<file path="src/rtl/ser_cfg_pkg.sv">
package ser_cfg_pkg;
    localparam int WORD_W   = 12;
    localparam int ADDR_W   = 3;
    localparam int NUM_REGS = 4;
    localparam int CLAMP_IX = 2;
    localparam int CLAMP_RST = 128;

    typedef enum logic [1:0] {F_IDLE, F_ADDR, F_TEST, F_DATA} frame_st_t;

    function automatic logic [WORD_W-1:0] reg_default(input int idx);
        return (idx == CLAMP_IX) ? WORD_W'(CLAMP_RST) : '0;
    endfunction
endpackage

</file>
<file path="src/rtl/ser_cfg_sync.sv">
module ser_cfg_sync #(
    parameter int N = 3,
    parameter int STAGES = 2,
    parameter logic [N-1:0] RST_VAL = '0
) (
    input  logic         clk,
    input  logic         rst_n,
    input  logic [N-1:0] pin,
    output logic [N-1:0] pin_s,
    output logic [N-1:0] pin_d
);
    for (genvar i = 0; i < N; i++) begin : g_bit
        logic [STAGES-1:0] chain_q;
        logic              last_q;
        always_ff @(posedge clk or negedge rst_n) begin
            if (!rst_n) begin
                chain_q <= {STAGES{RST_VAL[i]}};
                last_q  <= RST_VAL[i];
            end else begin
                chain_q <= {chain_q[STAGES-2:0], pin[i]};
                last_q  <= chain_q[STAGES-1];
            end
        end
        assign pin_s[i] = chain_q[STAGES-1];
        assign pin_d[i] = last_q;
    end
endmodule

</file>
<file path="src/rtl/ser_cfg_frame.sv">
module ser_cfg_frame
    import ser_cfg_pkg::*;
(
    input  logic              clk,
    input  logic              rst_n,
    input  logic              sl_s,
    input  logic              sl_rise,
    input  logic              sck_rise,
    input  logic              sd_s,
    output logic              word_stb,
    output logic [ADDR_W-1:0] wr_addr,
    output logic [WORD_W-1:0] wr_word,
    output logic              commit
);
    localparam int CNT_W = $clog2(WORD_W);

    frame_st_t         st_q, st_nxt;
    logic [CNT_W-1:0]  cnt_q;
    logic [ADDR_W-1:0] addr_q;
    logic [WORD_W-1:0] data_q;
    logic              guard_q;

    always_ff @(posedge clk or negedge rst_n) begin
        if (!rst_n) st_q <= F_IDLE;
        else        st_q <= st_nxt;
    end

    always_comb begin
        st_nxt = st_q;
        unique case (st_q)
            F_IDLE: if (!sl_s) st_nxt = F_ADDR;
            F_ADDR: begin
                if (sl_rise) st_nxt = F_IDLE;
                else if (sck_rise && cnt_q == CNT_W'(ADDR_W-1)) st_nxt = F_TEST;
            end
            F_TEST: begin
                if (sl_rise) st_nxt = F_IDLE;
                else if (sck_rise) st_nxt = F_DATA;
            end
            F_DATA: if (sl_rise) st_nxt = F_IDLE;
        endcase
    end

    always_comb begin
        commit   = sl_rise && (st_q != F_IDLE);
        word_stb = (st_q == F_DATA) && sck_rise && !sl_rise &&
                   (cnt_q == CNT_W'(WORD_W-1)) && !guard_q;
        wr_word  = {sd_s, data_q[WORD_W-1:1]};
        wr_addr  = addr_q;
    end

    always_ff @(posedge clk or negedge rst_n) begin
        if (!rst_n) begin
            cnt_q   <= '0;
            addr_q  <= '0;
            data_q  <= '0;
            guard_q <= 1'b0;
        end else if (sl_rise || st_q == F_IDLE) begin
            cnt_q <= '0;
        end else if (sck_rise) begin
            unique case (st_q)
                F_ADDR: begin
                    addr_q <= {sd_s, addr_q[ADDR_W-1:1]};
                    cnt_q  <= (cnt_q == CNT_W'(ADDR_W-1)) ? '0 : cnt_q + 1'b1;
                end
                F_TEST: begin
                    guard_q <= sd_s;
                    cnt_q   <= '0;
                end
                F_DATA: begin
                    data_q <= {sd_s, data_q[WORD_W-1:1]};
                    if (cnt_q == CNT_W'(WORD_W-1)) begin
                        cnt_q  <= '0;
                        addr_q <= addr_q + 1'b1;
                    end else begin
                        cnt_q <= cnt_q + 1'b1;
                    end
                end
                F_IDLE: cnt_q <= '0;
            endcase
        end
    end

    assert_word_in_frame_R2: assert property (@(posedge clk) disable iff (!rst_n)
        word_stb |-> !sl_s);
    assert_addr_step_R7: assert property (@(posedge clk) disable iff (!rst_n)
        word_stb |=> (wr_addr == ADDR_W'($past(wr_addr) + 1'b1)));
    assert_partial_drop_R9: assert property (@(posedge clk) disable iff (!rst_n)
        sl_rise |=> (st_q == F_IDLE));
endmodule

</file>
<file path="src/rtl/ser_cfg_regs.sv">
module ser_cfg_regs
    import ser_cfg_pkg::*;
#(
    parameter int CAL_CYCLES = 40000
) (
    input  logic                             clk,
    input  logic                             rst_n,
    input  logic                             word_stb,
    input  logic [ADDR_W-1:0]                wr_addr,
    input  logic [WORD_W-1:0]                wr_word,
    input  logic                             commit,
    output logic [NUM_REGS-1:0][WORD_W-1:0]  live_q
);
    localparam int CW = $clog2(CAL_CYCLES + 1) + 1;

    logic [CW-1:0]                    cal_q;
    logic                             cal_done;
    logic [NUM_REGS-1:0][WORD_W-1:0]  shadow_q;
    logic [NUM_REGS-1:0][WORD_W-1:0]  dflt;
    logic [NUM_REGS-1:0]              pend_q;
    logic                             sreset;

    assign cal_done = (cal_q == CW'(CAL_CYCLES));
    assign sreset   = commit && pend_q[0] && shadow_q[0][0];

    always_ff @(posedge clk or negedge rst_n) begin
        if (!rst_n)         cal_q <= '0;
        else if (!cal_done) cal_q <= cal_q + 1'b1;
    end

    for (genvar i = 0; i < NUM_REGS; i++) begin : g_reg
        logic hit;
        assign dflt[i] = reg_default(i);
        assign hit     = word_stb && cal_done && (wr_addr == ADDR_W'(i));
        always_ff @(posedge clk or negedge rst_n) begin
            if (!rst_n) begin
                live_q[i]   <= reg_default(i);
                shadow_q[i] <= '0;
                pend_q[i]   <= 1'b0;
            end else if (commit) begin
                pend_q[i] <= 1'b0;
                if (sreset)         live_q[i] <= dflt[i];
                else if (pend_q[i]) live_q[i] <= shadow_q[i];
            end else if (hit) begin
                shadow_q[i] <= wr_word;
                pend_q[i]   <= 1'b1;
            end
        end
    end

    assert_hold_R6: assert property (@(posedge clk) disable iff (!rst_n)
        !commit |=> $stable(live_q));
    assert_soft_reset_R10: assert property (@(posedge clk) disable iff (!rst_n)
        (commit && pend_q[0] && shadow_q[0][0]) |=> (live_q == dflt));
    assert_cal_gate_R11: assert property (@(posedge clk) disable iff (!rst_n)
        !cal_done |-> (pend_q == '0));
endmodule

</file>
<file path="src/rtl/ser_cfg_slave.sv">
module ser_cfg_slave
    import ser_cfg_pkg::*;
#(
    parameter int CAL_CYCLES  = 40000,
    parameter int SYNC_STAGES = 2
) (
    input  logic       clk,
    input  logic       rst_n,
    input  logic       ser_load_n,
    input  logic       ser_clk,
    input  logic       ser_data,
    output logic [1:0] pwr_mode,
    output logic       clamp_off,
    output logic       blank_to_clamp,
    output logic       pol_sample,
    output logic       pol_dclk,
    output logic       pol_clamp,
    output logic       pol_blank,
    output logic       out_hiz,
    output logic       latch_transparent,
    output logic       gray_out,
    output logic [7:0] clamp_level,
    output logic [9:0] vga_gain
);
    logic [2:0] pin_s, pin_d;
    logic       sl_rise, sck_rise;
    logic       word_stb, commit;
    logic [ADDR_W-1:0] wr_addr;
    logic [WORD_W-1:0] wr_word;
    logic [NUM_REGS-1:0][WORD_W-1:0] live;
    logic unused_bits;

    ser_cfg_sync #(.N(3), .STAGES(SYNC_STAGES), .RST_VAL(3'b001)) i_sync (
        .clk(clk), .rst_n(rst_n),
        .pin({ser_data, ser_clk, ser_load_n}),
        .pin_s(pin_s), .pin_d(pin_d));

    assign sl_rise  = pin_s[0] && !pin_d[0];
    assign sck_rise = pin_s[1] && !pin_d[1];

    ser_cfg_frame i_frame (
        .clk(clk), .rst_n(rst_n), .sl_s(pin_s[0]), .sl_rise(sl_rise),
        .sck_rise(sck_rise), .sd_s(pin_s[2]), .word_stb(word_stb),
        .wr_addr(wr_addr), .wr_word(wr_word), .commit(commit));

    ser_cfg_regs #(.CAL_CYCLES(CAL_CYCLES)) i_regs (
        .clk(clk), .rst_n(rst_n), .word_stb(word_stb), .wr_addr(wr_addr),
        .wr_word(wr_word), .commit(commit), .live_q(live));

    assign pwr_mode          = live[0][2:1];
    assign clamp_off         = live[0][3];
    assign blank_to_clamp    = live[0][6];
    assign pol_sample        = live[1][0];
    assign pol_dclk          = live[1][1];
    assign pol_clamp         = live[1][2];
    assign pol_blank         = live[1][3];
    assign out_hiz           = live[1][4];
    assign latch_transparent = live[1][5];
    assign gray_out          = live[1][6];
    assign clamp_level       = live[2][7:0];
    assign vga_gain          = live[3][9:0];
    assign unused_bits = ^{live[0][11:7], live[0][5:4], live[0][0], live[1][11:7],
                           live[2][11:8], live[3][11:10], pin_d[2]};
endmodule

</file>
<file path="config.mk">
export PLATFORM = sky130hd
export DESIGN_NAME = ser_cfg_slave
export DESIGN_NICKNAME = d
export VERILOG_FILES = /design/src/rtl/ser_cfg_pkg.sv /design/src/rtl/ser_cfg_sync.sv /design/src/rtl/ser_cfg_frame.sv /design/src/rtl/ser_cfg_regs.sv /design/src/rtl/ser_cfg_slave.sv
export SDC_FILE = /design/constraint.sdc
export NUM_CORES = 1
export LEC_CHECK = 0
export BUFFER_PORTS_ARGS = -buffer_cell sky130_fd_sc_hd__buf_4
export CAP_MARGIN = 15
export CORE_MARGIN = 2
export CORE_UTILIZATION = 40
export CTS_CLUSTER_SIZE = 16
export DETAILED_ROUTE_END_ITERATION = 10
export SKIP_LAST_GASP = 1
export SLEW_MARGIN = 20
export SYNTH_ARGS = -nofsm -noshare
export SYNTH_HDL_FRONTEND = slang
export SYNTH_SLANG_ARGS = --single-unit
</file>
<file path="constraint.sdc">
create_clock -name clk -period 4.7 [get_ports clk]
set_clock_uncertainty 0.2 [all_clocks]
set_input_delay 0.47 -clock clk [delete_from_list [all_inputs] [get_ports clk]]
set_output_delay 0.47 -clock clk [all_outputs]
set_load 0.005 [all_outputs]
</file>
# Yosys cells after proc, flatten, opt, wreduce, memory -nomap -nowiden
# Index checks and enable logic that the tools add are counted.
# word_totals
register_bits,115
inputBits,5
wordCells,118
out_inout_bits,29
# op_classes
muxes,30
eq_ne,14
n_reduce_logical,46
n_bitwise,2
addsub,3
# ops
operator,count
$mux W7,4
$reduce_bool A2 Y1,11
$mux W10,2
$add A17 B1 Y17 const B,1
$eq A17 B16 Y1 const B,1
$mux W4,4
$mux W8,2
$reduce_and A2 Y1,8
$logic_and A1 B1 Y1,15
$mux W2,6
$pmux W4 S3,1
$mux W1,8
$pmux W2 S4,1
$reduce_and A4 Y1,2
$eq A3 B2 Y1 const B,2
$ne A3 B1 Y1 const B,2
$pmux W3 S2,1
$reduce_and A3 Y1,2
$add A4 B1 Y4 const B,1
$eq A2 B2 Y1 const B,2
$eq A4 B2 Y1 const B,1
$eq A4 B4 Y1 const B,1
$logic_not A1 Y1,4
$ne A2 B2 Y1 const B,2
10 further kinds,11

# Longest topological paths before layout
# Gate-level depths: netlist of the first run.
# depth
depth_word,10
depth_mapped,7
mapped_depth_nobuf,6

# Modules after synthesis
# Synthesis of the first run repeated with hierarchy kept, for this count alone.
# hier_totals
cells_unflattened,503
hier_area_um2,6231.0
# modules_own_cells
mod,seq_area_each_um2,n_inst,cells_each,area_each_um2
ser_cfg_regs,2929.1,1,401,4852.2
ser_cfg_frame,525.5,1,85,1077.3
ser_cfg_sync,229.0,1,15,274.0
ser_cfg_slave,0.0,1,2,27.5

# Worst setup path after synthesis of the first run
# Ideal clock, no wire load.
# synth_path
kind,reg2reg
startpoint,register i_regs.cal_q[3]
endpoint,register i_regs.shadow_q[24] in the netlist's numbering
setup_ns,0.128
period_less_slack_ns,2.344
arrival_time_ns,2.017
path_slack_ns,2.356
path_buffers,1
required_time_ns,4.372
stages_incl_launch_ff,6
path_cell_list,dfrtp_1 or4_4 nor4_4 and3_1 buf_4 mux2_1
# synth_via
elab_chain_len,4
# synth_lines
item,line_no,source
from (decl),ser_cfg_regs.sv:16,logic [CW-1:0] cal_q;
from (signal assigned),ser_cfg_regs.sv:28,else if (!cal_done) cal_q <= cal_q + 1'b1;
$eq A17 B16 Y1,ser_cfg_regs.sv:23,assign cal_done = (cal_q == CW'(CAL_CYCLES));
$logic_and A1 B1 Y1 (2 in a row),ser_cfg_regs.sv:34,assign hit = word_stb && cal_done && (wr_addr == ADDR_W'(i));
$reduce_and A2 Y1 (no source line),-,
"to (signal, indexed assignment)",ser_cfg_regs.sv:45,shadow_q[i] <= wr_word;
to (decl),ser_cfg_regs.sv:18,logic [NUM_REGS-1:0][WORD_W-1:0] shadow_q;
# No other way between the ends.
# A chain may end at the register's enable or synchronous reset.

# Worst setup path after layout of the first run
# layout_path
startpoint,register i_regs.cal_q[2]
endpoint,register i_regs.shadow_q[45] in the netlist's numbering
# The elaborated chain is that of the path after synthesis.

==> impl_metrics.ini, run 1 <==
[synthesis]
synth_seq_cells = 109
synth.distinct_cells = 39
synth_flop_cell = dfrtp_1
yosys_warnings = 0
syn-num-nets = 391
async_reset_ff_share_pct = 100
synth_area_sq_um = 4590
synthCells = 377
synth_edf_count = 0
avgSynthCellArea_sq_um = 12.2
ys_seq_area_share_pct = 59.5

[cts]
postCtsHoldBufs = 0
cts_root_buffer = clkbuf_16
clock_path_buffers = 2
clk_pin_slew_ns = 0.07
clock-sinks = 109
worstSkewPairLatency_ns = 0.35
cts_resized = 0
cts_setup_buffers = 0
cts_made_buffers = 9
htreeDepth = 3
cts_tree = yes

[power_and_ir_drop]
comb_power_share_pct = 4.4
swShare_pct = 22.0
p_seq_share_pct = 52.0
ir_drop_v = 0.000200
p_switching_uw = 410
p_per_area_nw_per_um2 = 353
p_int_mw = 1.46
leakage_nw = 2.62
clock_power_share_pct = 43.6

[setup_path]
path_delay_family = simple AND/OR/NAND/NOR gates
cp_max_fo = 11
crit_path_cell_trace = or4_4 > nor4_4 > nand4_2 > mux2_1
critPathBufInv = 0
slowest_delay_ns = 0.57
crit_required_ns = 4.73
arrival_ns = 2.73
crit_path_start_kind = register
path_class = reg2reg
worstSetupEndpointType = register
critPathSlowestCell = or4_4

[sta]
drv_slew = 0
finalSetupViolations = 0
setup_tns_ns = 0
relSlewSlack_pct = 39.2
fin_crit_ns = 2.69
max_freq_mhz = 371
finalCritPeriodShare_pct = 57.3
setup_ws_ns = 2.01
hold_viol = 0
hold_ws_ns = 0.0259
rsz0062_at_grt = false
tightest_slew_ns = 0.912

[placement]
place_ws_ns = 1.98
gp_congestion = 0.755
io_buffers = 33
dp_hpwl_um = 5640

[drt]
vias = 2825
first_pass_iters = 4
wl_um = 8360
drc_errors = 0
first_iter_violations = 128
wire_per_inst_um = 15.1
viasPerCell = 5.09
ant_nets = 0

[floorplanning]
die_h_um = 111
rows = 39
die_area_sq_um = 12400
pin_count = 34
coreArea_sq_um = 11300
dieWidth_um = 111
initial_core_util_pct = 40.6

[finish]
nNetsFinal = 421
nFillCells = 1055
syn2layout_area_growth_pct = 15.0
antenna_cells = 0
final_layout_size_suffix_gt1_share_pct = 21.6

[global_routing]
antenna_found_initial = 0
grt_pass1_vias = 2900
gr-total-overflow = 0
grt_pass1_wl_um = 14700
track_usage_pct = 14.9
grt_max_degree = 71

[outcome]
status = finished clean

[hold_path]
hold_path.class = in2reg

[job]
maxCapViolCount = 0
-- worst paths after layout --
check	depth (start not counted)	slack (ns)	endpoint	start
worst max register to register	4	2.01	i_regs.shadow_q[45]$_DFFE_PN0P_	i_regs.cal_q[2]$_DFFE_PN0P_
worst min-delay path	1	0.03	i_sync.g_bit[0].chain_q[0]$_DFF_PN1_	ser_load_n
worst min register to register	0	0.15	i_sync.g_bit[1].chain_q[1]$_DFF_PN0_	i_sync.g_bit[1].chain_q[0]$_DFF_PN0_
max in group asynchronous	2	3.21	i_regs.live_q[31]$_DFFE_PN1P_	rst_n
worst max-delay path	4	2.01	i_regs.shadow_q[45]$_DFFE_PN0P_	i_regs.cal_q[2]$_DFFE_PN0P_
min in group asynchronous	1	0.04	i_regs.live_q[14]$_DFFE_PN0P_	rst_n
-- power groups by stage --
stage	Combinational, mW	Clock, mW	Sequential (mW)
2_1_floorplan	0.0503	0	0.985
3_3_place_gp	0.0838	0	0.988
3_5_place_dp	0.0861	0	0.989
4_1_cts	0.0864	0.844	0.970
5_1_grt	0.101	0.880	0.974
6_report	0.0825	0.813	0.970
-- state kept, by name, indices dropped and copies added, names as in the netlist --
| name | flops |
|---|---|
| i_regs.live_q | 29 |
| i_frame.st_q | 2 |
| i_sync.g_bit.chain_q | 6 |
| i_sync.g_bit.last_q | 2 |
| i_frame.data_q | 11 |
| i_frame.wr_addr | 3 |
| i_frame.guard_q | 1 |
| i_regs.cal_q | 17 |
| i_frame.cnt_q | 4 |
| i_regs.pend_q | 4 |
| i_regs.shadow_q | 30 |
-- cells by family (layout without fill, tap and decap cells) --
kind of cell	count (synthesis)	in the layout	share of synthesized area (%)
muxes	50	50	12.9
xor gates and xnor gates	16	16	3.05
and+or+nand+nor	129	129	15.0
adders and majority gates	9	9	2.45
DFF	109	109	59.5
buffers and inverters	25	60	2.40
AOI/OAI and AO/OA	39	39	4.69
-- synthesized netlist by cell type (2+ instances only) --
library cell,number,area (sq um)
a21o_1,3,22.5
a21oi_1,26,130
and3_1,8,50.1
buf_4,2,15.0
clkbuf_1,12,45.0
dfrtp_1,105,2630
dfstp_2,4,105
ha_1,9,113
inv_1,9,33.8
mux2_1,21,236
mux2_2,18,203
mux2_4,9,135
mux2i_1,2,20.0
nand2_1,39,146
nand2b_1,3,18.8
nand3_1,38,190
nand4_1,3,18.8
nand4b_1,3,26.3
nor2_1,10,37.5
nor2b_1,7,43.8
nor3_1,6,30.0
o21ai_0,6,30.0
o21bai_1,2,15.0
or2_2,2,12.5
or4_4,2,22.5
xnor2_1,10,87.6
xor2_1,6,52.6
-- layout make-up --
type / count / area (sq um) / share of cell area [%]
Tap cell: 143 / 179 / 3.39
Timing Repair Buffer: 35 / 263 / 4.98
Clock buffer: 10 / 229 / 4.34
Clock inverter: 6 / 92.6 / 1.75
Inverter: 9 / 33.8 / 0.640
Multi-Input combinational cell: 243 / 1750 / 33.2
Sequential cell: 109 / 2730 / 51.8
-- per-stage QoR --
stage | power (mW) | instances | utilization, % | area (sq um)
global route | 1.95 | 555 | 46.6 | 5280
CTS | 1.90 | 555 | 46.6 | 5280
floorplan | 1.04 | 377 | - | 4590
finish | 1.87 | 555 | 46.6 | 5280
detailed placement | 1.08 | 539 | 43.8 | 4960
global placement | 1.07 | 539 | 43.8 | 4960
-- worst reg2reg max path, stage by stage, from the launching register on --
cell and delay, ns:
dfrtp_1 0.43, or4_4 0.57, nor4_4 0.43, nand4_2 0.48
mux2_1 0.48
-- layer usage --
metal | up-vias | part of all wire (%) | wire [um] | GRT usage (%)
met5 | - | 0 | 0 | 0
met2 | 45 | 48 | 4000 | 23.7
met1 | 1400 | 47 | 3950 | 20.1
met3 | 11 | 3.2 | 266 | 2.30
li1 | 1369 | - | - | -
met4 | 0 | 1.9 | 155 | 6.91
-- placed cells by master (no fill, tap or decap), types with 3 or more instances in the layout --
cell and n:
nor2_1 10, nand2_1 39, xor2_1 6, ha_1 9
mux2_1 21, mux2_4 9, xnor2_1 10, dfstp_2 4
nor3_1 6, a21o_1 3, nor2b_1 7, nand3_1 38
dfrtp_1 105, clkbuf_16 9, and3_1 8, nand4b_1 3
mux2_2 18, buf_4 35, a21oi_1 26, nand2b_1 3
nand4_1 3, inv_1 9, o21ai_0 6
(Power assumes the default switching activity.)
==> inputs of run 2 (changes only) <==
Clock period 4.7 ns to 2.61 ns, I/O delays scaled along.
==> impl_metrics.ini, run 2 (same netlist as run 1, synthesis figures left out) <==
[cts]
clock_path_buffers = 2
cts_root_buffer = clkbuf_16
cts_tree = yes
clock-sinks = 109
htreeDepth = 3
cts_setup_buffers = 0
worstSkewPairLatency_ns = 0.34
cts_made_buffers = 9
clk_pin_slew_ns = 0.07

[hold_path]
min_from = i_sync.g_bit[1].chain_q[0]$_DFF_PN0_
hold_path.class = reg2reg
min_path_cells = 0
min_to = i_sync.g_bit[1].chain_q[1]$_DFF_PN0_

[drt]
drc_errors = 0
ant_nets = 0
first_pass_iters = 4
wl_um = 8580
vias = 2918
viasPerCell = 5.13
first_iter_violations = 112
wire_per_inst_um = 15.1

[placement]
gp_congestion = 0.779
dpl_cell_area_sq_um = 5060
dp_hpwl_um = 5900
io_buffers = 33

[global_routing]
grt_max_degree = 44
grt_pass1_vias = 2957
antenna_found_initial = 0
gr-total-overflow = 0
track_usage_pct = 14.7
grt_pass1_wl_um = 14600

[finish]
nFillCells = 1012
antenna_cells = 0
largestRegisters = i_regs.shadow_q x30, i_regs.live_q x29, i_regs.cal_q x17
final_cell_mix = dfrtp_1 (105), buf_4 (43), nand2_1 (39)
syn2layout_area_growth_pct = 18.2
final_layout_size_suffix_gt1_share_pct = 23.7
largest_reg_flops = 30
nNetsFinal = 435
regMostFlops = i_regs.shadow_q
layout_commonest_cell = dfrtp_1
final_cell_area_sq_um = 5430
final_util_pct = 47.9

[floorplanning]
rows = 39
die_h_um = 111
initial_core_util_pct = 40.6
die_area_sq_um = 12400
coreArea_sq_um = 11300
pin_count = 34
dieWidth_um = 111

[sta]
tightest_slew_ns = 0.574
setup_tns_ns = 0
hold_ws_ns = 0.155
rsz0062_at_grt = false
hold_viol = 0
drv_slew = 0
fin_crit_ns = 2.43
relSlewSlack_pct = 61.7
finalSetupViolations = 0
finalCritPeriodShare_pct = 93.0
max_freq_mhz = 412

[setup_path]
cp_max_fo = 9
crit_required_ns = 2.63
slowest_delay_ns = 0.56
critPathSlowestCell = or4_4
worstReg2RegStart = i_regs.cal_q[2]$_DFFE_PN0P_
crit_path_start_kind = register
ff2ff_setup_slack_ns = 0.18
reg2reg_to = i_regs.shadow_q[29]$_DFFE_PN0P_
crit_path_cell_trace = or4_4 > nor4_4 > and3_1 > buf_12 > mux2_1
critPathBufInv = 1
path_delay_family = simple AND/OR/NAND/NOR gates
worstSetupEndpointType = register
path_class = reg2reg
reg2regPathDepth = 5
arrival_ns = 2.45

[power_and_ir_drop]
ir_drop_v = 0.000373
finalPower_mw = 3.39
p_per_area_nw_per_um2 = 625
leakage_nw = 2.71

[job]
maxCapViolCount = 0

[outcome]
status = finished clean
==> run 2: cell count changes in the layout (fill, tap and decap cells not counted), sizes merged <==
cell         before  now
clkbuf           10    9
dlygate4sd3       0    4
clkinv            0    1
buf              35   45
inv              11   13
clkinvlp          2    0
==> run 2: cell type report <==
class,instances,area [sq um],area share (%)
tap,143,179,3.30
clock buffer,9,225,4.15
clock inverter,7,103,1.89
multi-input combinational,243,1750,32.3
inverter,9,33.8,0.622
timing repair buffer,49,403,7.42
sequential,109,2730,50.3
==> run 2: how the worst max path moves through the flow <==
| stage | start | to | slack [ns] | depth (start not counted) |
|---|---|---|---|---|
| floorplan | i_regs.cal_q[3]$_DFFE_PN0P_ | i_regs.shadow_q[24]$_DFFE_PN0P_ | 0.27 | 5 |
| global placement | i_regs.cal_q[3]$_DFFE_PN0P_ | i_regs.shadow_q[13]$_DFFE_PN0P_ | 0.13 | 4 |
| detailed placement | i_regs.cal_q[3]$_DFFE_PN0P_ | i_regs.shadow_q[15]$_DFFE_PN0P_ | 0.10 | 4 |
| CTS | i_regs.cal_q[2]$_DFFE_PN0P_ | i_regs.shadow_q[12]$_DFFE_PN0P_ | 0.09 | 4 |
| global route | i_regs.cal_q[2]$_DFFE_PN0P_ | i_regs.shadow_q[25]$_DFFE_PN0P_ | 0.06 | 5 |
| finish | i_regs.cal_q[2]$_DFFE_PN0P_ | i_regs.shadow_q[29]$_DFFE_PN0P_ | 0.18 | 5 |
==> run 2: per-stage QoR <==
stage	setup WS, ns	std cells
2_1_floorplan	0.266	377
3_3_place_gp	0.125	549
3_5_place_dp	0.102	549
4_1_cts	0.0908	569
5_1_grt	0.0603	569
6_report	0.184	569
==> run 2: report_power, final <==
part	switching [mW]	internal [mW]	total, mW
Combinational	0.100	0.0634	0.164
Sequential	0.0300	1.72	1.75
Clock	0.624	0.857	1.48
==> run 2: repair_timing <==
item                                   CTS  global route
resized for setup                        0             1
setup endpoints to repair                0             7
hold buffers                             4             0
endpoints found under the hold margin   43             0
==> run 2: metal layers <==
metal | up-vias | wire (um) | track usage [%]
met2 | 42 | 4240 | 24.6
met3 | 5 | 275 | 4.05
met5 | - | 0 | 0
met1 | 1479 | 3990 | 19.3
li1 | 1392 | - | -
met4 | 0 | 73 | 3.29
==> inputs of run 3 (changes only) <==
Settings changed: CORE_MARGIN 2 to 4, GPL_ROUTABILITY_DRIVEN set to 0.
==> impl_metrics.ini, run 3 (same netlist as run 1, synthesis figures left out) <==
[floorplanning]
dieWidth_um = 115
initial_core_util_pct = 41.6
die_area_sq_um = 13300
coreArea_sq_um = 11000
pin_count = 34
rows = 38
die_h_um = 115

[cts]
htreeDepth = 3
worstSkewPairLatency_ns = 0.34
clk_pin_slew_ns = 0.07
cts_made_buffers = 9
cts_tree = yes
clock-sinks = 109
cts_root_buffer = clkbuf_16
clock_path_buffers = 2

[drt]
viasPerCell = 5.11
wire_per_inst_um = 14.9
wl_um = 8430
vias = 2881
first_iter_violations = 111
drc_errors = 0
ant_nets = 0
first_pass_iters = 4

[finish]
layout_commonest_cell = dfrtp_1
largest_reg_flops = 30
largestRegisters = i_regs.shadow_q x30, i_regs.live_q x29, i_regs.cal_q x17
regMostFlops = i_regs.shadow_q
final_layout_size_suffix_gt1_share_pct = 23.1
antenna_cells = 0
final_cell_mix = dfrtp_1 (105), buf_4 (41), nand2_1 (39)
syn2layout_area_growth_pct = 17.1
nNetsFinal = 433

[hold_path]
min_to = i_sync.g_bit[2].chain_q[1]$_DFF_PN0_
min_from = i_sync.g_bit[2].chain_q[0]$_DFF_PN0_
min_path_cells = 0
hold_path.class = reg2reg

[global_routing]
antenna_found_initial = 0
grt_max_degree = 49
track_usage_pct = 13.8
grt_pass1_vias = 2911
grt_pass1_wl_um = 14600
gr-total-overflow = 0

[sta]
max_freq_mhz = 417
setup_tns_ns = 0
finalCritPeriodShare_pct = 91.9
hold_viol = 0
relSlewSlack_pct = 58.9
drv_slew = 0
finalSetupViolations = 0
rsz0062_at_grt = false
tightest_slew_ns = 0.612
fin_crit_ns = 2.40

[setup_path]
arrival_ns = 2.41
reg2reg_to = i_regs.shadow_q[3]$_DFFE_PN0P_
worstReg2RegStart = i_regs.cal_q[3]$_DFFE_PN0P_
reg2regPathDepth = 4
ff2ff_setup_slack_ns = 0.21
path_class = reg2reg
crit_required_ns = 2.63
cp_max_fo = 6
worstSetupEndpointType = register
crit_path_start_kind = register

[power_and_ir_drop]
finalPower_mw = 3.28
leakage_nw = 2.68
p_per_area_nw_per_um2 = 610
ir_drop_v = 0.000485

[job]
maxCapViolCount = 0

[outcome]
status = finished clean

[placement]
dp_hpwl_um = 5780
io_buffers = 33
## run 3: metrics by stage
| stage | hold WS (ns) | cell area [sq um] | std cells | worst slack (ns) | util (%) |
|---|---|---|---|---|---|
| after detailed placement | 0.120 | 5040 | 544 | 0.119 | 45.7 |
| after floorplan | -0.235 | 4590 | 377 | 0.266 | - |
| after global placement | 0.115 | 5040 | 544 | 0.152 | 45.7 |
| after global routing | 0.165 | 5380 | 564 | 0.0646 | 48.8 |
| after CTS | 0.152 | 5380 | 564 | 0.105 | 48.8 |
| final | 0.152 | 5380 | 564 | 0.212 | 48.8 |
## run 3: power breakdown
group	switching, mW	total [mW]	leakage (nW)	internal, mW
logic	0.0969	0.159	1.06	0.0624
registers	0.0309	1.75	1.47	1.72
clock network	0.616	1.37	0.149	0.756
total	0.744	3.28	2.68	2.54
## run 3: routing by layer
layer | track usage, % | vias to the layer above | routed length, um
met5 | 0 | - | 0
met4 | 3.05 | 0 | 55
met3 | 3.53 | 7 | 301
met2 | 22.8 | 47 | 4060
met1 | 18.5 | 1431 | 4010
li1 | - | 1396 | -
## run 3: worst max path at each step
stage	cells past startpoint	start	end
3_5_place_dp	4	i_regs.cal_q[2]$_DFFE_PN0P_	i_regs.shadow_q[13]$_DFFE_PN0P_
4_1_cts	4	i_regs.cal_q[2]$_DFFE_PN0P_	i_regs.shadow_q[18]$_DFFE_PN0P_
6_report	4	i_regs.cal_q[3]$_DFFE_PN0P_	i_regs.shadow_q[3]$_DFFE_PN0P_
2_1_floorplan	5	i_regs.cal_q[3]$_DFFE_PN0P_	i_regs.shadow_q[24]$_DFFE_PN0P_
3_3_place_gp	4	i_regs.cal_q[3]$_DFFE_PN0P_	i_regs.shadow_q[16]$_DFFE_PN0P_
5_1_grt	4	i_regs.cal_q[2]$_DFFE_PN0P_	i_regs.shadow_q[15]$_DFFE_PN0P_
## run 3: cell type report
class                   count  area [sq um]
fillers                   971          5650
clock buffers              10           229
clock inverters             6          68.8
flip-flops and latches    109          2730
multi-input cells         243          1750
repair buffers             47           388
well taps                 140           175
inverters                   9          33.8
## run 3: worst max-delay path, cell delays in order, from the launching register on
cell and delay [ns]:
dfrtp_1 0.42, or4_4 0.56, nor4_4 0.38, and3_1 0.36
mux2_1 0.36
## run 3: timing repair
action | in CTS | in global routing
setup endpoints to repair | 0 | 7
hold buffers | 4 | 0
endpoints found under the hold margin | 46 | 0
resized for setup | 0 | 1
setup buffers | 0 | 0
